File: src/rtl/nsm_pkg.sv
package nsm_pkg;
  typedef logic [1:0] phase_t;

  localparam phase_t PH_A = 2'b00;
  localparam phase_t PH_B = 2'b10;
  localparam phase_t PH_C = 2'b01;

  function automatic phase_t next_phase(input phase_t cur);
    case (cur)
      PH_A:    return PH_B;
      PH_B:    return PH_C;
      default: return PH_A;
    endcase
  endfunction
endpackage

File: src/rtl/nsm_window_timer.sv
module nsm_window_timer #(
  parameter int WIN_LEN = 256
) (
  input  logic clk_i,
  input  logic rst_ni,
  input  logic bit_valid_i,
  output logic win_end_o
);
  localparam int IDX_W = (WIN_LEN > 1) ? $clog2(WIN_LEN) : 1;
  localparam logic [IDX_W-1:0] LAST = IDX_W'(WIN_LEN - 1);

  logic [IDX_W-1:0] idx_q;

  assign win_end_o = bit_valid_i && (idx_q == LAST);

  always_ff @(posedge clk_i or negedge rst_ni) begin
    if (!rst_ni)          idx_q <= '0;
    else if (win_end_o)   idx_q <= '0;
    else if (bit_valid_i) idx_q <= idx_q + 1'b1;
  end
endmodule

File: src/rtl/nsm_event_counter.sv
module nsm_event_counter #(
  parameter int CNT_W = 8
) (
  input  logic             clk_i,
  input  logic             rst_ni,
  input  logic             bit_valid_i,
  input  logic             alg_sel_i,
  input  logic             mismatch_i,
  input  logic             renorm_i,
  input  logic             win_end_i,
  output logic [CNT_W-1:0] final_cnt_o,
  output logic [CNT_W-1:0] snap_o
);
  localparam logic [CNT_W-1:0] CNT_MAX = '1;

  logic [CNT_W-1:0] cnt_q;
  logic             evt;

  assign evt = bit_valid_i && (alg_sel_i ? mismatch_i : renorm_i);
  // running total including this cycle's event, clamped
  assign final_cnt_o = (evt && cnt_q != CNT_MAX) ? cnt_q + 1'b1 : cnt_q;

  always_ff @(posedge clk_i or negedge rst_ni) begin
    if (!rst_ni) begin
      cnt_q  <= '0;
      snap_o <= '0;
    end else if (win_end_i) begin
      cnt_q  <= '0;
      snap_o <= final_cnt_o;
    end else begin
      cnt_q  <= final_cnt_o;
    end
  end
endmodule

File: src/rtl/nsm_phase_ctrl.sv
module nsm_phase_ctrl
  import nsm_pkg::*;
#(
  parameter int CNT_W = 8,
  parameter int THR_W = 3
) (
  input  logic             clk_i,
  input  logic             rst_ni,
  input  logic             win_end_i,
  input  logic [CNT_W-1:0] final_cnt_i,
  input  logic [THR_W-1:0] thr_code_i,
  output phase_t           phase_o,
  output logic             lost_o
);
  localparam int NCODE = 1 << THR_W;
  localparam int VAL_W = CNT_W + 1;

  logic [VAL_W-1:0] thr_tab [NCODE];
  logic [VAL_W-1:0] thr;
  logic             hit;

  for (genvar g = 0; g < NCODE; g++) begin : g_thr
    assign thr_tab[g] = VAL_W'(1) << g;
  end

  assign thr = thr_tab[thr_code_i];
  assign hit = {1'b0, final_cnt_i} >= thr;

  always_ff @(posedge clk_i or negedge rst_ni) begin
    if (!rst_ni) begin
      phase_o <= PH_A;
      lost_o  <= 1'b0;
    end else if (win_end_i) begin
      lost_o <= hit;
      if (hit) phase_o <= next_phase(phase_o);
    end
  end
endmodule

File: src/rtl/node_sync_monitor.sv
module node_sync_monitor #(
  parameter int WIN_LEN = 256,
  parameter int CNT_W   = 8,
  parameter int THR_W   = 3
) (
  input  logic             clk_i,
  input  logic             rst_ni,
  input  logic             bit_valid_i,
  input  logic             alg_sel_i,
  input  logic             mismatch_i,
  input  logic             renorm_i,
  input  logic [THR_W-1:0] thr_code_i,
  output logic [1:0]       sync_state_o,
  output logic             sync_lost_o,
  output logic [CNT_W-1:0] win_count_o
);
  logic             win_end;
  logic [CNT_W-1:0] final_cnt;

  nsm_window_timer #(.WIN_LEN(WIN_LEN)) u_timer (
    .clk_i      (clk_i),
    .rst_ni     (rst_ni),
    .bit_valid_i(bit_valid_i),
    .win_end_o  (win_end)
  );

  nsm_event_counter #(.CNT_W(CNT_W)) u_count (
    .clk_i      (clk_i),
    .rst_ni     (rst_ni),
    .bit_valid_i(bit_valid_i),
    .alg_sel_i  (alg_sel_i),
    .mismatch_i (mismatch_i),
    .renorm_i   (renorm_i),
    .win_end_i  (win_end),
    .final_cnt_o(final_cnt),
    .snap_o     (win_count_o)
  );

  nsm_phase_ctrl #(.CNT_W(CNT_W), .THR_W(THR_W)) u_phase (
    .clk_i      (clk_i),
    .rst_ni     (rst_ni),
    .win_end_i  (win_end),
    .final_cnt_i(final_cnt),
    .thr_code_i (thr_code_i),
    .phase_o    (sync_state_o),
    .lost_o     (sync_lost_o)
  );
endmodule

File: config.mk
export PLATFORM = sky130hd
export DESIGN_NAME = node_sync_monitor
export DESIGN_NICKNAME = d
export VERILOG_FILES = /design/src/rtl/nsm_pkg.sv /design/src/rtl/nsm_window_timer.sv /design/src/rtl/nsm_event_counter.sv /design/src/rtl/nsm_phase_ctrl.sv /design/src/rtl/node_sync_monitor.sv
export SDC_FILE = /design/constraint.sdc
export NUM_CORES = 1
export LEC_CHECK = 0
export BUFFER_PORTS_ARGS = -buffer_cell sky130_fd_sc_hd__buf_2
export CORE_MARGIN = 8
export CORE_UTILIZATION = 51
export CTS_CLUSTER_DIAMETER = 120
export DETAILED_ROUTE_END_ITERATION = 10
export GPL_ROUTABILITY_DRIVEN = 0
export GPL_TIMING_DRIVEN = 0
export PLACE_DENSITY = 0.86
export SYNTH_ARGS = -nofsm -noshare
export SYNTH_HDL_FRONTEND = slang
export SYNTH_HIERARCHICAL = 1
export SYNTH_SLANG_ARGS = --single-unit
File: constraint.sdc
create_clock -name clk_i -period 2.3 [get_ports clk_i]
set_input_delay 0.23 -clock clk_i [delete_from_list [all_inputs] [get_ports clk_i]]
set_output_delay 0.23 -clock clk_i [all_outputs]
set_load 0.02 [all_outputs]
==> results.cfg, run 1 <==
[run]
cap_violations = 0

[worst_setup_path]
cpPeakStageDelay_ns = 0.58
ff2ff_path_depth = 9
cp_max_fo = 4
endpoint_kind = flop
cp_cell_sequence = and3_4 > nand3_4 > or4_4 > nand2_4 > ha_4 > and3_4 > a221oi_4 > o21a_2 > o21ai_1
crit_buf_inv = 0
crit_top_cell = and3_4
criticalPathCategory = flop to flop
cp.required_ns = 2.50
arrival_ns = 2.63
path_depth = 9
critical_path.top_delay_family = simple AND/OR/NAND/NOR gates
cp-start-kind = flop
cpMaxStageDelayCell = or4_4

[routing]
wire_per_inst_um = 16.7
drc = 0
via_per_inst = 6.09
ant_nets = 0
dr_total_vias = 1383
drtPass1Iterations = 4
wl_um = 3790
drtIter0Drc = 68

[synth]
seq_area_frac_synth = 0.432
muxShareOfSynthArea = 0.0721
synth.cell_area_sq_um = 1560
synthFlopType = dfrtp_1
syn_nets = 176
yosys_warnings = 6
avgSynthCellArea_sq_um = 9.95
synthAdderAreaFrac = 0.0801
synth-xor-area-share = 0.0280
synth_cell_types = 43
synth-compound-area-share = 0.131
synth_edf_count = 0
yosys.area_share.simple = 0.227
synthCells = 157
synth_top_family_by_area = simple AND/OR/NAND/NOR gates
ys_ff_latch = 27
synthArstFlopShare = 1.00

[sta]
setup_ws_ns = -0.127
period_share = 1.06
tightestPinTransition_ns = 0.581
hold_viol = 0
slew_violations = 0
tns_ns = -0.356
finalCriticalPeriod_ns = 2.43
holdWs_ns = 0.413
timing.fmax_mhz = 412
finClkSkew_ns = 0.00372
final-setup-viol-count = 3
max_slew_margin = 0.612
rsz0062_at_grt = yes

[grt]
grt_pass1_wl_um = 6440
grt_max_degree = 28
antenna_found_initial = 0
grt_overflow = 0
grt_pass1_vias = 1424
gr-usage-all-layers = 0.153

[pwr]
total_power_mw = 2.22
power.leakage_nw = 0.936
p_per_area_nw_per_um2 = 1090
ir_worst_vdd_v = 0.000641

[die]
die_h_um = 71.4
die_w_um = 71.4
rows = 20
initial_core_util = 0.525
core_sq_um = 2980
die-area_sq_um = 5090
ios = 20

[worst_hold_path]
hold_path_class = input pin to flop
hold_depth = 3

[finish]
drive_gt1_frac = 0.397
finalNetCount = 214
seq_area_sq_um = 677
instances_no_fill = 227
syn_to_final_growth_pct = 31.0
multi_input_area_sq_um = 1050
nFillCells = 227
antenna_cells = 0

[clock_tree]
cts.clk_slew.worst_paths_ns = 0.14
cts_max_level = 1
tritoncts = built
clockBufferDepth = 2
cts-buffers-inserted = 3
cts.sinks = 27
clk_latency_ns = 0.31
cts_root_buf = clkbuf_4

[run_status]
violations = setup timing
status = complete, but fails checks

[placed_design]
place.port_buffers = 19
pre_cts_ws_ns = -0.199
dpl.hpwl_um = 2650
dp.cells = 209
-- worst reg2reg max path: stages, from the launching register on --
cell and delay [ns]:
dfrtp_1 0.44, and3_4 0.23, nand3_4 0.09, or4_4 0.58, nand2_4 0.09, ha_4 0.19
and3_4 0.16, a221oi_4 0.27, o21a_2 0.22, o21ai_1 0.07
-- logic make-up after synthesis --
logic type,after synthesis
flops,27
mux,10
buf+inv,12
compound gates,29
xor+xnor,5
simple gates,64
fa+ha+maj,10
-- stage by stage --
step / cell area, sq um / util
CTS: 1950 / 0.655
global placement: 1740 / 0.585
detailed placement: 1740 / 0.585
global route: 2050 / 0.687
floorplan: 1610 / -
finish: 2050 / 0.687
-- synthesized netlist by cell type (all sizes together) (2+ instances only) --
cell type	count	area share
nor3	3	0.0096
nor2b	2	0.0080
xor2	2	0.011
a211oi	2	0.0096
o221ai	3	0.017
mux2i	3	0.019
nand2b	2	0.0080
a31oi	4	0.016
dfrtp	27	0.43
nand3	9	0.032
xnor2	3	0.017
nor2	14	0.034
buf	2	0.0056
a21o	3	0.014
o21ai	4	0.013
nand4	8	0.036
and3	2	0.0080
mux2	7	0.053
inv	9	0.022
nand2	12	0.029
or3	2	0.0088
a21oi	6	0.019
ha	10	0.080
or3b	2	0.011
nand3b	4	0.019
or4	2	0.012
-- report_power, final --
| part | total (mW) | internal [mW] | switching (mW) |
|---|---|---|---|
| sequential | 0.830 | 0.649 | 0.182 |
| clock | 0.193 | 0.0649 | 0.128 |
| combinational | 1.20 | 0.556 | 0.642 |
| total | 2.22 | 1.27 | 0.952 |
-- per-layer routing --
layer  GRT usage  part of all wire
met1       0.155              0.38
met2       0.304              0.56
met3      0.0279             0.048
met4      0.0416            0.0090
met5           0                 0
-- cell type report --
| cell class | instances | area share |
|---|---|---|
| clock inverters | 1 | 0.00244 |
| multi-input cells | 118 | 0.513 |
| plain buffers | 3 | 0.00733 |
| well taps | 33 | 0.0202 |
| inverters | 9 | 0.0165 |
| clock buffers | 3 | 0.0110 |
| repair buffers | 33 | 0.0990 |
| flip-flops and latches | 27 | 0.331 |
-- state kept, by name, summed over array words and instances (netlist names) --
signal	count
u_count/cnt_q	8
u_count/snap_o	8
u_timer/idx_q	8
u_phase/phase_o	2
u_phase/lost_o	1
-- cell usage in the layout (no fill, tap or decap), drive strengths merged, types with 3 or more instances in the layout --
| master | count |
|---|---|
| nand4 | 8 |
| nor3 | 3 |
| a21oi | 6 |
| o221ai | 3 |
| buf | 33 |
| nand2 | 12 |
| ha | 10 |
| inv | 9 |
| a21o | 3 |
| xnor2 | 3 |
| nand3b | 4 |
| clkbuf | 5 |
| mux2i | 3 |
| dfrtp | 27 |
| o21ai | 4 |
| mux2 | 7 |
| nand3 | 9 |
| nor2 | 14 |
| a31oi | 4 |
-- worst paths after layout --
kind | start | slack, ns | to
worst min register to register | u_count/snap_o[6] | 0.53 | u_count/snap_o[6]
worst min-delay path | bit_valid_i | 0.41 | u_count/cnt_q[2]
max in group asynchronous | rst_ni | 1.46 | u_count/cnt_q[1]
worst max-delay path | u_count/cnt_q[0] | -0.13 | u_phase/phase_o[1]
worst max register to register | u_count/cnt_q[0] | -0.13 | u_phase/phase_o[1]
min in group asynchronous | rst_ni | 0.43 | u_timer/idx_q[5]
-- repair_timing --
action / in CTS / in global routing
endpoints found under the setup margin: 13 / 13
setup buffers: 9 / 4
gates resized for setup: 16 / 13
hold buffers: 1 / 0
pin swaps: 19 / 6
hold endpoints to repair: 27 / 0
gates cloned: 0 / 0
Note: power is estimated with default switching activity, not from simulation.
==> run 2: changes to the inputs <==
--- a/config.mk
+++ b/config.mk
@@ -5,14 +5,15 @@
 export SDC_FILE = /design/constraint.sdc
 export NUM_CORES = 1
 export LEC_CHECK = 0
+export ABC_AREA = 1
 export BUFFER_PORTS_ARGS = -buffer_cell sky130_fd_sc_hd__buf_2
 export CORE_MARGIN = 8
-export CORE_UTILIZATION = 51
+export CORE_UTILIZATION = 52
 export CTS_CLUSTER_DIAMETER = 120
 export DETAILED_ROUTE_END_ITERATION = 10
 export GPL_ROUTABILITY_DRIVEN = 0
 export GPL_TIMING_DRIVEN = 0
-export PLACE_DENSITY = 0.86
+export PLACE_DENSITY = 0.82
 export SYNTH_ARGS = -nofsm -noshare
 export SYNTH_HDL_FRONTEND = slang
 export SYNTH_HIERARCHICAL = 1
==> results.cfg, run 2 <==
[grt]
gr-usage-all-layers = 0.145
grt_pass1_vias = 1475
grt_overflow = 0
antenna_found_initial = 0
grt_pass1_wl_um = 6210
grt_max_degree = 28

[sta]
hold_viol = 0
timing.fmax_mhz = 462
finalCriticalPeriod_ns = 2.16
tightestPinTransition_ns = 0.606
final-setup-viol-count = 0
finClkSkew_ns = 0.00200
max_slew_margin = 0.596
tns_ns = 0
slew_violations = 0
setup_ws_ns = 0.135
holdWs_ns = 0.303
period_share = 0.941

[run_status]
status = finished clean

[finish]
seq_area_sq_um = 678
antenna_cells = 0
drive_gt1_frac = 0.252
layout_common_cells = 87 x nand2_1, 28 x inv_1, 25 x dfrtp_1, 22 x buf_2, 19 x nand3_1
largestRegisters = u_count/cnt_q x8, u_count/snap_o x8, u_timer/idx_q x8
utilization = 0.632
nFillCells = 317
layout_commonest_cell = nand2_1
syn_to_final_growth_pct = 19.9
finalNetCount = 290
multi_input_area_sq_um = 1040
instances_no_fill = 316
design_area_sq_um = 2060

[clock_tree]
cts-buffers-inserted = 3
cts.sinks = 27
tritoncts = built
cts.clk_slew.worst_paths_ns = 0.16
cts_root_buf = clkbuf_4
clockBufferDepth = 2
cts_max_level = 1
clk_latency_ns = 0.34

[die]
initial_core_util = 0.527
ios = 20
die-area_sq_um = 5400
die_h_um = 73.5
core_sq_um = 3260
rows = 21
die_w_um = 73.5

[synth]
synth_common_cells = 100 x nand2_1, 28 x inv_1, 27 x dfrtp_1, 20 x nand3_1, 17 x nor2_1
synthCells = 244
synth_edf_count = 0
synthFlopType = dfrtp_1
avgSynthCellArea_sq_um = 7.04
synth_most_common_cell = nand2_1
ys_top_cells_by_area = dfrtp_1 39%, nand2_1 22%, ha_1 7.3%
synth_cell_types = 20
synth.cell_area_sq_um = 1720
ys_ff_latch = 27
yosys.area.top_type = dfrtp_1
yosys_warnings = 6
seq_area_frac_synth = 0.394
synthArstFlopShare = 1.00
synth_top_area_share = 0.394
syn_nets = 263

[worst_setup_path]
criticalPathCategory = flop to flop
cpMaxStageDelayCell = dfrtp_1
crit_top_cell = nand2_1
cpPeakStageDelay_ns = 0.46
cp-start-kind = flop
cp.required_ns = 2.60
arrival_ns = 2.46
endpoint_kind = flop
critical_path.top_delay_family = simple AND/OR/NAND/NOR gates
crit_buf_inv = 0
cp_cell_sequence = ha_4 > nand3_4 > nor2_4 > nor2_4 > nand2_2 > nand2_1 > ha_1 > nand2_1 > nor2_2 > nand3_1 > nand4_2 > nand2_2 > nand2_1 > nand2_1
cp_max_fo = 7

[placed_design]
place.port_buffers = 19
placed_area_sq_um = 1870
pre_cts_ws_ns = -0.100
dpl.hpwl_um = 2660
dp.cells = 309

[routing]
drtPass1Iterations = 4
dr_total_vias = 1547
drtIter0Drc = 76
wl_um = 3880
via_per_inst = 4.90
ant_nets = 0
wire_per_inst_um = 12.3
drc = 0

[worst_hold_path]
hold_path_class = input pin to flop

[pwr]
total_power_mw = 1.56
power.leakage_nw = 1.13
ir_worst_vdd_v = 0.000436
p_per_area_nw_per_um2 = 759

[run]
cap_violations = 0
[run 2: cell types whose count changed in the layout (fill, tap and decap cells not counted), sizes merged, moves of 3 or more]
cell	before	now
inv	9	32
nand3	9	22
mux2i	3	0
nor2	14	23
buf	33	24
a31oi	4	0
o221ai	3	0
nand4	8	3
nand3b	4	0
a21o	3	0
mux2	7	0
nand2	12	103
a21oi	6	10
[run 2: cell type report]
| type | count | share of cell area |
|---|---|---|
| multi-input cells | 182 | 0.504 |
| repair buffers | 22 | 0.0584 |
| well taps | 46 | 0.0280 |
| flip-flops and latches | 27 | 0.329 |
| inverters | 32 | 0.0584 |
| clock buffers | 3 | 0.0109 |
| plain buffers | 3 | 0.00729 |
| clock inverters | 1 | 0.00365 |
[run 2: metal layers]
metal,track usage,vias to the layer above,part of all wire
met5,0,-,0
met1,0.178,703,0.45
met2,0.244,30,0.49
met3,0.0218,5,0.034
li1,-,809,-
met4,0.0599,0,0.020
[run 2: what timing repair did]
action | 4_1_cts | 5_1_grt
gates resized for setup | 4 | 27
pin swaps | 0 | 12
hold endpoints to repair | 27 | 0
hold buffers | 1 | 0
endpoints found under the setup margin | 3 | 3
setup buffers | 1 | 1
[run 2: final timing paths]
check / slack [ns] / endpoint / startpoint / cells past startpoint
max in group asynchronous: 1.47 / u_count/cnt_q[2] / rst_ni / 2
min reg2reg: 0.48 / u_timer/idx_q[6] / u_timer/idx_q[6] / 1
min: 0.30 / u_timer/idx_q[1] / bit_valid_i / 4
min in group asynchronous: 0.40 / u_count/snap_o[3] / rst_ni / 2
max: 0.14 / u_phase/phase_o[1] / u_count/cnt_q[1] / 14
max reg2reg: 0.14 / u_phase/phase_o[1] / u_count/cnt_q[1] / 14
[run 2: cell families (layout without fill, tap and decap cells)]
kind of cell               after synthesis  in the layout  share of synthesized area
xor gates and xnor gates                 6              6                     0.0306
and+or+nand+nor                        153            153                      0.385
adders and majority gates               10             10                     0.0729
DFF                                     27             27                      0.394
AOI/OAI and AO/OA                       13             13                     0.0394
buffers and inverters                   35             61                     0.0787
[run 2: where the power goes]
| part | total (mW) | internal [mW] | switching, mW |
|---|---|---|---|
| combinational | 0.655 | 0.281 | 0.375 |
| clock | 0.225 | 0.0670 | 0.158 |
| sequential | 0.682 | 0.562 | 0.120 |
[run 2: worst register-to-register path: cells and delay by family (launching register included)]
family / cells / cell delay [ns]
flops: 1 / 0.46
fa+ha+maj: 2 / 0.46
simple gates: 12 / 1.20
